<file path="src/rtl/fwd_pkg.sv">
// Shared sizes and select codes for the two-slot bypass and hazard unit.
// Assumes two slots per stage and two bypass stages (M, W).
package fwd_pkg;
    localparam int REG_AW  = 5;
    localparam int NSLOT   = 2;
    localparam int NSTAGE  = 2;
    localparam int NPROD   = NSLOT * NSTAGE;
    localparam int SEL_W   = $clog2(NPROD + 1);

    // Code for producer (stage, slot); stage 0 is M, stage 1 is W.
    function automatic logic [SEL_W-1:0] src_code(input int stage, input int slot);
        return SEL_W'(stage * NSLOT + slot + 1);
    endfunction
endpackage

</file>
<file path="src/rtl/fwd_operand.sv">
// Bypass select for one consumer operand.
// Compares one source register against every producer and picks the youngest
// match. Producers are stage-major: index = stage*NSLOT + slot, with stage 0 the
// younger one. Assumes the caller packs producers in that order.
module fwd_operand
    import fwd_pkg::*;
#(
    parameter int AW   = REG_AW,
    parameter int NSL  = NSLOT,
    parameter int NST  = NSTAGE,
    localparam int NP  = NSL * NST,
    localparam int SW  = $clog2(NP + 1)
) (
    input  logic [AW-1:0]         rs,
    input  logic [NP-1:0][AW-1:0] prod_rd,
    input  logic [NP-1:0]         prod_we,
    output logic [SW-1:0]         sel
);
    logic [NP-1:0] hit;

    // one comparator per producer; x0 and disabled writers never hit
    for (genvar p = 0; p < NP; p++) begin : g_cmp
        assign hit[p] = prod_we[p] && (prod_rd[p] != '0) && (prod_rd[p] == rs);
    end

    // priority pick: walk oldest to youngest, the last hit seen wins
    always_comb begin
        sel = '0;
        for (int st = NST - 1; st >= 0; st--) begin
            for (int sl = 0; sl < NSL; sl++) begin
                if (hit[st*NSL + sl]) sel = SW'(st*NSL + sl + 1);
            end
        end
    end

    // guards: the chosen source really holds rs, and nothing younger also does
    always_comb begin
        if (sel != '0) begin

            sel_names_match_chk: assert (prod_we[int'(sel)-1] && prod_rd[int'(sel)-1] == rs && rs != '0)
                else $error("select names a producer that does not write rs");
            for (int q = 0; q < NP; q++) begin

                sel_youngest_chk: assert (!(prod_we[q] && prod_rd[q] == rs &&
                    ((q / NSL) < ((int'(sel)-1) / NSL) ||
                     ((q / NSL) == ((int'(sel)-1) / NSL) && (q % NSL) > ((int'(sel)-1) % NSL)))))
                    else $error("a younger producer also matched");
            end
        end else begin
            for (int q = 0; q < NP; q++) begin

                sel_regfile_chk: assert (!(prod_we[q] && prod_rd[q] != '0 && prod_rd[q] == rs))
                    else $error("register file chosen though a producer matched");
            end
        end
    end
endmodule

</file>
<file path="src/rtl/fwd_hazard.sv">
// Decode-stage hazard decision for a two-slot pair.
// Decides hold-pair, drop-slot-1 (load-use) or split-issue (intra-pair RAW).
// Assumes a branch may sit only in decode slot 0 and that the comparator reads
// M and W through its own bypass selects.
module fwd_hazard
    import fwd_pkg::*;
#(
    parameter int AW  = REG_AW,
    parameter int NSL = NSLOT
) (
    input  logic [NSL-1:0]         id_valid,
    input  logic [NSL-1:0][AW-1:0] id_rs1,
    input  logic [NSL-1:0][AW-1:0] id_rs2,
    input  logic [AW-1:0]          id_rd,
    input  logic                   id_we,
    input  logic                   id_is_branch,
    input  logic [NSL-1:0][AW-1:0] ex_rd,
    input  logic [NSL-1:0]         ex_we,
    input  logic [NSL-1:0]         ex_load,
    input  logic [NSL-1:0][AW-1:0] mem_rd,
    input  logic [NSL-1:0]         mem_we,
    input  logic [NSL-1:0]         mem_load,
    output logic                   stall,
    output logic                   squash_s1,
    output logic                   split_issue
);
    // per consumer slot: reads an execute load / any execute writer / an M load
    logic [NSL-1:0] lu_hit;
    logic [NSL-1:0] ex_any_hit;
    logic [NSL-1:0] mem_ld_hit;
    logic           intra_dep;
    logic           stall_s0;

    // match every decode slot against every older producer
    for (genvar c = 0; c < NSL; c++) begin : g_cons
        logic [NSL-1:0] lu_v, exa_v, mld_v;
        for (genvar p = 0; p < NSL; p++) begin : g_prod
            logic ex_ok, mem_ok;
            assign ex_ok  = ex_we[p] && (ex_rd[p] != '0) &&
                            ((ex_rd[p] == id_rs1[c]) || (ex_rd[p] == id_rs2[c]));
            assign mem_ok = mem_we[p] && mem_load[p] && (mem_rd[p] != '0) &&
                            ((mem_rd[p] == id_rs1[c]) || (mem_rd[p] == id_rs2[c]));
            assign lu_v[p]  = ex_ok && ex_load[p];
            assign exa_v[p] = ex_ok;
            assign mld_v[p] = mem_ok;
        end
        assign lu_hit[c]     = id_valid[c] && (|lu_v);
        assign ex_any_hit[c] = id_valid[c] && (|exa_v);
        assign mem_ld_hit[c] = id_valid[c] && (|mld_v);
    end

    // slot 1 reads what slot 0 of the same pair writes
    assign intra_dep = (&id_valid) && id_we && (id_rd != '0) &&
                       ((id_rd == id_rs1[1]) || (id_rd == id_rs2[1]));

    // slot 0 cannot proceed: load-use, or branch operand not yet computed
    assign stall_s0 = lu_hit[0] || (id_is_branch && (ex_any_hit[0] || mem_ld_hit[0]));

    // precedence: hold pair > split issue > drop slot 1
    always_comb begin
        stall       = stall_s0;
        split_issue = !stall_s0 && intra_dep;
        squash_s1   = !stall_s0 && !intra_dep && lu_hit[1];
    end

    // guards on the control outputs
    always_comb begin

        ctl_exclusive_chk: assert ($countones({stall, split_issue, squash_s1}) <= 1)
            else $error("more than one pipeline control raised");

        stall_needs_s0_chk: assert (!stall || id_valid[0])
            else $error("stall from an invalid slot 0");

        s1_needs_valid_chk: assert (!(squash_s1 || split_issue) || id_valid[1])
            else $error("slot 1 action on an invalid slot 1");

        stall_cause_chk: assert (!stall || (|(ex_we & ex_load)) || id_is_branch)
            else $error("stall without a load or branch cause");
    end
endmodule

</file>
<file path="src/rtl/dual_fwd_hazard.sv">
// Top of the two-slot bypass select and hazard unit.
// Builds a select for each execute ALU operand and for the decode branch
// comparator over the four M/W producers, and instantiates the hazard
// decision. Purely combinational; all timing is owned by the pipeline.
module dual_fwd_hazard
    import fwd_pkg::*;
#(
    parameter int AW  = REG_AW,
    localparam int SW = SEL_W
) (
    input  logic [NSLOT-1:0]         id_valid,
    input  logic [NSLOT-1:0][AW-1:0] id_rs1,
    input  logic [NSLOT-1:0][AW-1:0] id_rs2,
    input  logic [AW-1:0]            id_rd,
    input  logic                     id_we,
    input  logic                     id_is_branch,
    input  logic [NSLOT-1:0][AW-1:0] ex_rs1,
    input  logic [NSLOT-1:0][AW-1:0] ex_rs2,
    input  logic [NSLOT-1:0][AW-1:0] ex_rd,
    input  logic [NSLOT-1:0]         ex_we,
    input  logic [NSLOT-1:0]         ex_load,
    input  logic [NSLOT-1:0][AW-1:0] mem_rd,
    input  logic [NSLOT-1:0]         mem_we,
    input  logic [NSLOT-1:0]         mem_load,
    input  logic [NSLOT-1:0][AW-1:0] wb_rd,
    input  logic [NSLOT-1:0]         wb_we,
    output logic [NSLOT-1:0][SW-1:0] ex_sel_a,
    output logic [NSLOT-1:0][SW-1:0] ex_sel_b,
    output logic [SW-1:0]            br_sel_a,
    output logic [SW-1:0]            br_sel_b,
    output logic                     stall,
    output logic                     squash_s1,
    output logic                     split_issue
);
    logic [NPROD-1:0][AW-1:0] prod_rd;
    logic [NPROD-1:0]         prod_we;

    // pack producers stage-major: M slots first (younger), then W slots
    for (genvar s = 0; s < NSLOT; s++) begin : g_pack
        assign prod_rd[s]         = mem_rd[s];
        assign prod_we[s]         = mem_we[s];
        assign prod_rd[NSLOT + s] = wb_rd[s];
        assign prod_we[NSLOT + s] = wb_we[s];
    end

    // execute-stage operand selects, two per slot
    for (genvar s = 0; s < NSLOT; s++) begin : g_exsel
        fwd_operand #(.AW(AW), .NSL(NSLOT), .NST(NSTAGE)) u_op_a (
            .rs(ex_rs1[s]), .prod_rd(prod_rd), .prod_we(prod_we), .sel(ex_sel_a[s]));
        fwd_operand #(.AW(AW), .NSL(NSLOT), .NST(NSTAGE)) u_op_b (
            .rs(ex_rs2[s]), .prod_rd(prod_rd), .prod_we(prod_we), .sel(ex_sel_b[s]));
    end

    // decode branch comparator selects (slot 0 only)
    fwd_operand #(.AW(AW), .NSL(NSLOT), .NST(NSTAGE)) u_br_a (
        .rs(id_rs1[0]), .prod_rd(prod_rd), .prod_we(prod_we), .sel(br_sel_a));
    fwd_operand #(.AW(AW), .NSL(NSLOT), .NST(NSTAGE)) u_br_b (
        .rs(id_rs2[0]), .prod_rd(prod_rd), .prod_we(prod_we), .sel(br_sel_b));

    // decode hazard decision
    fwd_hazard #(.AW(AW), .NSL(NSLOT)) u_haz (
        .id_valid(id_valid), .id_rs1(id_rs1), .id_rs2(id_rs2),
        .id_rd(id_rd), .id_we(id_we), .id_is_branch(id_is_branch),
        .ex_rd(ex_rd), .ex_we(ex_we), .ex_load(ex_load),
        .mem_rd(mem_rd), .mem_we(mem_we), .mem_load(mem_load),
        .stall(stall), .squash_s1(squash_s1), .split_issue(split_issue));
endmodule

</file>
<file path="config.mk">
export PLATFORM = sky130hd
export DESIGN_NAME = dual_fwd_hazard
export DESIGN_NICKNAME = d
export VERILOG_FILES = /design/src/rtl/fwd_pkg.sv /design/src/rtl/fwd_operand.sv /design/src/rtl/fwd_hazard.sv /design/src/rtl/dual_fwd_hazard.sv
export SDC_FILE = /design/constraint.sdc
export NUM_CORES = 1
export LEC_CHECK = 0
export ABC_AREA = 1
export CORE_ASPECT_RATIO = 1.4
export CORE_MARGIN = 4
export CORE_UTILIZATION = 40
export DETAILED_ROUTE_END_ITERATION = 12
export PLACE_DENSITY = 0.73
export SLEW_MARGIN = 15
export SYNTH_ARGS = -nofsm -noshare
export SYNTH_HDL_FRONTEND = slang
export SYNTH_SLANG_ARGS = --single-unit
</file>
<file path="constraint.sdc">
create_clock -name vclk -period 2.34
set_input_delay 0.351 -clock vclk [all_inputs]
set_output_delay 0.351 -clock vclk [all_outputs]
set_load 0.03 [all_outputs]
</file>
==> results of run 1 <==
==> power by group <==
part / internal [mW] / leakage (nW) / switching (mW)
combinational: 0.410 / 2.32 / 0.431
sequential: 0 / 0 / 0
clock: 0.0000000571 / 0.00000634 / 0
total: 0.410 / 2.32 / 0.431
==> synthesized netlist by cell type (3+ instances only) <==
master,count
clkbuf_1,7
nor3_2,3
xnor2_1,88
nor2_1,39
inv_2,14
o21bai_1,3
buf_4,18
nand4_1,15
inv_1,36
nand3_1,22
buf_6,5
nor4_1,5
xor2_1,43
a21oi_1,14
clkbuf_2,9
buf_2,9
nand3_2,5
nor3_1,14
nand2_1,143
==> logic make-up (layout without fill, tap and decap cells) <==
kind of cell,Yosys count,after routing,share of synthesized area [%]
AND/OR/NAND/NOR,254,254,38.8
other,0,1,0
buffers and inverters,98,233,16.8
AO/OA/AOI/OAI,25,25,5.55
XOR/XNOR,131,131,38.9
==> path summary, 6_finish.rpt <==
path              slack, ns  depth (start not counted)     endpoint
setup / recovery       0.03                          9  ex_sel_a[1]
hold / removal         1.35                          5  ex_sel_b[5]
==> cell type report <==
class	count	area (um2)	share of cell area, %
inverters	50	188	4.09
multi-input cells	410	2610	56.9
well taps	95	119	2.59
diodes	1	2.50	0.0545
repair buffers	183	1670	36.4
==> stage by stage <==
stage | setup slack, ns | hold WS (ns)
4_1_cts | -0.00717 | 1.45
3_5_place_dp | -0.199 | 1.45
6_report | 0.0311 | 1.35
5_1_grt | -0.0220 | 1.40
2_1_floorplan | 0.319 | 0.803
3_3_place_gp | -0.141 | 1.43
==> per-layer routing <==
layer	track usage (%)	part of all wire (%)	wire length, um	vias up
li1	-	-	-	1821
met1	22.5	34	3950	1624
met2	51.3	55	6380	148
met3	1.56	5.2	603	43
met4	13.2	5.8	675	0
met5	0	0	0	-
==> what timing repair did <==
action | in CTS | in global routing
buffers inserted | 1 | 7
pin swaps | 3 | 19
cloned | 0 | 0
setup endpoints to repair | 20 | 21
gates resized for setup | 27 | 52
==> impl_results.md, run 1 <==
- Hold buffers post-CTS: 0
- Power per standard cell area: around 180 mW/mm2
- Part of the Yosys area used for sequential elements: 0%
- Sequence of cells on the critical path: clkdlybuf4s50_1 -> nor2_1 -> nand2_1 -> o21ai_2 -> buf_4 -> nor3_2 -> nand3_2 -> a31o_1 -> buf_4
- Via count of the first global-routing pass: 3678
- Initial antenna violation count: 1
- Slew Limit Fails: 0
- Most common cell type on the critical path: buf_4
- Leak Pwr: around 2.3 nW
- Top-level port count: 110
- Number of library cell types mapped by synthesis: 33
- Syn_nets: 597
- Slowest cell on crit path: clkdlybuf4s50_1
- Path type of the worst setup path: in2out
- Tightest Pin Transition: 0.341 ns
- RSZ-0062 raised after global routing: yes
- Number of nets still failing antenna checks after routing: 0
- Period minus WS final: ~2.3 ns
- Detailed-route wire length per cell: 15.7 um
- Library cell with the largest summed area after synthesis: xnor2_1
- TNS Setup: 0 ns
- Area growth from synthesis to layout: 55.5%
- Total buffers and inverters traversed by the critical path: 3
- Die height: 110 um
- Post-synthesis area per instance: about 5.8 um2
- Start point of the worst min-delay path: ex_rs2[8]
- Most common cell after layout, fill and taps aside: nand2_1
- Share of the core filled with cells: 64.9%
- Final HPWL DP: 9620 um
- Global-route usage over all layers: 24.5%
- Number of placed cells counting well taps: 730
- Synthesized cell area: 0.00295 mm2
- Grt total ovfl: 0
- Number of remaining DRC errors: 0
- Commonest non-fill, non-tap cells in the layout: nand2_1 (141), xnor2_1 (87), buf_4 (86)
- Startpoint of the most critical setup path: wb_rd[6]
- Slew Limit Headroom: between 70% and 80%
- Max_cap viols: 0
- Cells taking the most area after synthesis: xnor2_1 (26%), nand2_1 (18%), xor2_1 (13%)
- Number of placement rows: 36
- Highest Clock Rate: ~430 MHz
- Buffers on Ports: 110
- Class of the tightest hold or removal check: in2out
- Overall die area: 0.00884 mm2
- Total count of hold-check failures in the final report: 0
- Die Wd: roughly 81 um
- Final setup violation count: 0
- DP Area: 0.00430 mm2
- Largest net degree at the start of global routing: 9
- Largest stage delay, worst path: 0.54 ns
- Final cell count without fillers: 739
- Placeable core region: 0.00707 mm2
- Share of post-route cells with drive strength above 1: around a quarter
- NumNets Final: roughly 730
- Routed via count divided by cell count: 4.92
- Post-synth top area share: 26.1%
- Final weighted congestion in routability-driven placement: about 1
- Tot Pwr: 0.840 mW
- Outcome: completed
- Final Cycle Share: 98.7%
- Data arrival, critical path: 1.96 ns
- Sequential cell area: 0 um2
- WL final: 11600 um
- Initial DRC Count: ~140
- Starting density of the core: about two fifths
- Via total after detailed routing: 3636
- Clock buffer count: 0
- Final instance area: about 0.0046 mm2
- TritonRoute pass-1 iters: 4
- Critical path startpoint category: input pin
- Required time worst endpoint: 1.99 ns
- First-pass GRT wire length: 16900 um
- Number of inserted filler cells in the final layout: 649
- Yosys warning count: 0
- Family with the most delay on the worst path: buffers and inverters
- Sequential cells: 0
- Worst ir drop on vdd: approximately 0.090 mV
- Gate count of the mapped netlist: 508
- Sort of element at the end of the critical path: primary output
- Maximum fanout along the worst path: 6
Power figures use the tool's default switching activity.
==> inputs of run 2 (changes only) <==
- GPL_ROUTABILITY_DRIVEN: unset -> 0
- PLACE_DENSITY: 0.73 -> 0.81
- SYNTH_HIERARCHICAL: unset -> 1
==> run 2 against run 1 <==
Against the previous run:
- first-iteration DRC count grew to 2.7 times the previous value
- count of clock-buffer cells in the layout stayed put
- global-route usage is 0.83 points lower
- non-clock buffer count shrank 8
- wire length rose by 23%
- total power increased by 15%
- synthesized area increased by 29%
- via count increased by 54%
==> impl_results.md, run 2 <==
- Final Cycle Share: 94.9%
- Number of nets still failing antenna checks after routing: 0
- Synthesized cell area: 0.00381 mm2
- Number of placed cells counting well taps: 1135
- Sequential cell area: 0 um2
- Global-route usage over all layers: 23.7%
- Total count of hold-check failures in the final report: 0
- Sort of element at the end of the critical path: primary output
- Grt total ovfl: 0
- Clk pwr share: 0%
- Number of library cell types mapped by synthesis: 22
- Switching fraction of total power: 55.2%
- Leak Pwr: 3.50 nW
- Gate count of the mapped netlist: 869
- Overall die area: 0.0112 mm2
- Class of the tightest hold or removal check: in2out
- Commonest non-fill, non-tap cells in the layout: nand2_1 (348), inv_1 (130), nor2_1 (129)
- Worst ir drop on vdd: 0.113 mV
- Compound-Gate Fraction of Synth Area: 9.48%
- NumNets Final: 1127
- Top-level port count: 110
- Initial DRC Count: 359
- Switching power summed over all nets: 0.532 mW
- Starting density of the core: roughly 42%
- Final cell count without fillers: approximately 1100
- Share of post-route cells with drive strength above 1: 14.3%
- Fraction of the mapped netlist area in adder cells: 0%
- TritonRoute pass-1 iters: 5
- Maximum fanout along the worst path: 5
- Highest Clock Rate: 450 MHz
- Required time worst endpoint: about 2.0 ns
- Detailed-route wire length per cell: between 10 and 15 um
- WL final: 14300 um
- Die Wd: 90.5 um
- First-pass GRT wire length: 22300 um
- Post-synthesis area per instance: 4.39 um2
- Outcome: completed
- Critical path startpoint category: input pin
- Hold buffers post-CTS: 0
- Via total after detailed routing: roughly 5600
- Pre-CTS setup slack: -0.0234 ns
- Max_cap viols: 0
- Start point of the worst min-delay path: mem_rd[3]
- Final HPWL DP: 11200 um
- Via count of the first global-routing pass: 5010
- Hold path endpoint: br_sel_b[0]
- Library cell with the largest summed area after synthesis: nand2_1
- Number of remaining DRC errors: 0
- Routed via count divided by cell count: 4.90
- Final worst-path setup slack: between 0.1 and 0.15 ns
- Post-synthesis share of cell area spent on xor and xnor gates: 11.7%
- Most common cell after layout, fill and taps aside: nand2_1
- Top post-synthesis cells by count: nand2_1 (350), nor2_1 (136), inv_1 (131), nand3_1 (59), inv_2 (33)
- Data arrival, critical path: 1.87 ns
- Share of the core filled with cells: 61.3%
- Clock buffer count: 0
- Buffers on Ports: 110
- Part of the power in registers: 0%
- Design internal power: 0.431 mW
- Placeable core region: 0.00918 mm2
- Slew Limit Headroom: ~74%
- Power per standard cell area: 171 mW/mm2
- Comb pwr share: 100.0%
- Part of the Yosys area used for sequential elements: 0%
- DP Area: 0.00545 mm2
- Cells taking the most area after synthesis: nand2_1 (34%), nor2_1 (13%), inv_1 (13%)
- Slew Limit Fails: 0
- Number of inserted filler cells in the final layout: 888
- Number of placement rows: 41
- Post-synth top area share: 34.4%
- Path type of the worst setup path: in2out
- Most numerous cell in the Yosys netlist: nand2_1
- Yosys warning count: 6
- Hold depth: 7
- Area growth from synthesis to layout: 47.5%
- Syn_nets: 958
- Tightest Pin Transition: 0.386 ns
- Die height: 124 um
- Period minus WS final: 2.22 ns
- Combinational family with the most area after synthesis: simple AND/OR/NAND/NOR gates
- Initial antenna violation count: 2
- Sequential cells: 0
- Synth Area in Simple Gates: 61.5%
- Final instance area: 0.00563 mm2
- Largest net degree at the start of global routing: 19
- Mux cell area share after synthesis: 0%
- Final setup violation count: 0
- Tot Pwr: 0.963 mW
[run 2: cell count changes after synthesis, moves of 12 or more]
cell / delta
nand2_1: +207
nor2_1: +97
inv_1: +95
xnor2_1: -66
nand3_1: +37
inv_2: +19
a21oi_1: +18
buf_4: -18
xor2_1: -14
nor3_1: -13
o21ai_0: +12
or2_1: +12
[run 2: power groups by stage]
stage | Combinational [mW] | Clock, mW | Sequential (mW)
after floorplan | 0.460 | 0 | 0
final | 0.963 | 0.000000114 | 0
after detailed placement | 0.931 | 0 | 0
after global placement | 0.921 | 0 | 0
after CTS | 0.935 | 0 | 0
after global routing | 1.06 | 0.000000114 | 0
[run 2: final cells by class]
class	count	area, um2	area share (%)
timing repair buffer	175	1700	30.1
antenna	2	5.00	0.0890
multi-input combinational	697	3180	56.5
inverter	164	616	10.9
tap	107	134	2.38
[run 2: layer usage]
metal  global-route usage, %  vias to the layer above  wire, um
met3                    2.31                       56      1120
met2                    43.3                      241      6770
met1                    28.3                     2380      5800
li1                        -                     2936         -
met4                    9.48                        0       640
met5                       0                        -         0
[run 2: what timing repair did]
item,CTS,global route
resized for setup,1,43
cloned,0,1
pin swaps,0,6
buffers inserted,0,7
setup endpoints to repair,3,21
[run 2: cell families after synthesis]
family                    after synthesis
AOI/OAI and AO/OA                      65
xor gates and xnor gates               51
buffers and inverters                 172
and+or+nand+nor                       581
[run 2: per-stage QoR]
step           setup TNS [ns]  hold slack, ns
2_1_floorplan               0           0.803
4_1_cts                     0            1.43
6_report                    0            1.41
5_1_grt               -0.0133            1.47
3_3_place_gp          -0.0108            1.43
3_5_place_dp          -0.0455            1.43
[run 2: worst max-delay path by stage]
stage / start / end / slack, ns
global route: wb_rd[8] / br_sel_a[2] / -0.009
detailed placement: id_rs2[2] / squash_s1 / -0.02
CTS: mem_rd[8] / squash_s1 / 0.02
global placement: id_rs2[2] / squash_s1 / -0.007
floorplan: ex_rd[0] / stall / 0.51
finish: ex_rd[4] / squash_s1 / 0.12
[run 2: critical path, cell delays in order]
cell	delay, ns
clkdlybuf4s50_1	0.56
nand3b_1	0.23
o21ai_1	0.16
a21oi_1	0.06
nand2_1	0.06
nand2_1	0.06
inv_2	0.06
nand2_2	0.06
a21oi_2	0.11
buf_4	0.16
==> inputs of run 3 (changes only) <==
==> constraint.sdc (replaced) <==
create_clock -name vclk -period 2.34
set_input_delay 0.468 -clock vclk [all_inputs]
set_output_delay 0.468 -clock vclk [all_outputs]
set_load 0.03 [all_outputs]
==> run 3 against run 2 <==
Against the previous run:
- via count increased by 9.0%
- flip-flop and latch count unchanged
- worst hold slack improved by 0.18 ns
- count of clock-buffer cells in the layout unchanged
- worst setup slack got worse by 0.046 ns
- total power increased by 10%
- largest cell class unchanged
- final cell count increased by 2.8%
- highest routed layer unchanged
- fmax decreased by 2.0%
- sequential share of layout area unchanged
==> impl_results.md, run 3 (synthesis results as in run 2) <==
- Outcome: completed
- First-pass GRT wire length: 25300 um
- Highest Clock Rate: 441 MHz
- Power per standard cell area: approximately 180 mW/mm2
- Period minus WS final: 2.27 ns
- Routed via count divided by cell count: 5.20
- Family with the most delay on the worst path: buffers and inverters
- Detailed-route wire length per cell: 14.0 um
- Placeable core region: about 0.009 mm2
- Design internal power: 0.479 mW
- Final Cycle Share: a little over nine tenths
- Via total after detailed routing: 6117
- Total buffers and inverters traversed by the critical path: 3
- Sequential cell area: 0 um2
- Slew Limit Fails: 0
- Initial antenna violation count: 0
- Initial DRC Count: roughly 490
- Tot Pwr: 1.06 mW
- Hold buffers post-CTS: 0
- Clock buffer count: 0
- Class of the tightest hold or removal check: in2out
- RSZ-0062 raised after global routing: yes
- Largest stage delay, worst path: roughly 0.4 ns
- TNS Setup: 0 ns
- Required time worst endpoint: 1.87 ns
- Depth of the critical timing path with buffers and inverters included: 8
- Data arrival, critical path: approximately 1.8 ns
- Via count of the first global-routing pass: 5626
- Most common cell after layout, fill and taps aside: nand2_1
- Switching power summed over all nets: 0.581 mW
- Die height: between 100 and 150 um
- Slew Limit Headroom: 76.6%
- Critical path startpoint category: input pin
- NumNets Final: 1160
- Final setup violation count: 0
- Share of the core filled with cells: 65.8%
- Slowest cell on crit path: dlygate4sd2_1
- Sort of element at the end of the critical path: primary output
- Sequential cells: 0
- Starting density of the core: 41.5%
- Largest net degree at the start of global routing: 16
- Sequence of cells on the critical path: dlygate4sd2_1 -> inv_1 -> nor2_1 -> nand3_1 -> nor2_2 -> nand2_2 -> a21oi_2 -> buf_6
- Buffers on Ports: 110
- Part of the power in registers: 0%
- Final HPWL DP: 11800 um
- Pre-CTS setup slack: -0.240 ns
- Top-level port count: between 100 and 150
- Worst ir drop on vdd: 0.119 mV
- Number of remaining DRC errors: 0
- Global-route usage over all layers: 27.5%
- Die Wd: 90.5 um
- TritonRoute pass-1 iters: 6
- Leak Pwr: 3.81 nW
- Clk pwr share: 0%
- Share of post-route cells with drive strength above 1: 21.1%
- WL final: 16500 um
- Final worst-path setup slack: 0.0726 ns
- Max_cap viols: 0
- Path type of the worst setup path: in2out
- Total count of hold-check failures in the final report: 0
- Commonest non-fill, non-tap cells in the layout: nand2_1 (345), inv_1 (126), nor2_1 (121)
- Number of nets still failing antenna checks after routing: 0
- Overall die area: 0.0112 mm2
- Grt total ovfl: 0
- Switching fraction of total power: 54.8%
- Comb pwr share: 100.0%
- Hold depth: 7
- Tightest Pin Transition: 0.351 ns
- Area growth from synthesis to layout: 58.3%
- Number of placement rows: 41
- Maximum fanout along the worst path: 7
-- run 3: timing repair --
action | CTS | global route
gates resized for setup | 78 | 109
endpoints found under the hold margin | 0 | 0
pin swaps | 14 | 37
gates cloned | 5 | 1
endpoints found under the setup margin | 21 | 21
buffers inserted | 1 | 4
-- run 3: worst paths after layout --
path	from	to
worst max-delay path	mem_we[0]	ex_sel_a[0]
worst min-delay path	id_rs1[7]	split_issue
-- run 3: per-layer routing --
metal	routed length, um	part of all wire (%)	vias to the layer above	track usage (%)
met1	5670	34	2624	29.3
met2	7690	47	396	50.7
met4	1300	7.9	0	18.7
met3	1840	11	96	3.35
li1	-	-	3001	-
met5	0	0	-	0
-- run 3: stage by stage --
stage | instance area [um2] | instances | hold slack (ns)
2_1_floorplan | 3810 | 869 | 1.04
3_3_place_gp | 5700 | 1165 | 1.67
3_5_place_dp | 5700 | 1165 | 1.67
4_1_cts | 5890 | 1171 | 1.66
5_1_grt | 6040 | 1176 | 1.63
6_report | 6040 | 1177 | 1.58
-- run 3: power by group through the flow --
stage	combinational, mW	sequential (mW)	clock [mW]
after floorplan	0.460	0	0
after global placement	0.966	0	0
after detailed placement	0.977	0	0
after CTS	1.01	0	0
after global routing	1.15	0	0
final	1.06	0	0.0000000573
-- run 3: layout make-up --
class,instances,area (um2)
tap,107,134
fill,858,3140
multi-input combinational,697,3240
timing repair buffer,208,2040
inverter,164,618
antenna,1,2.50
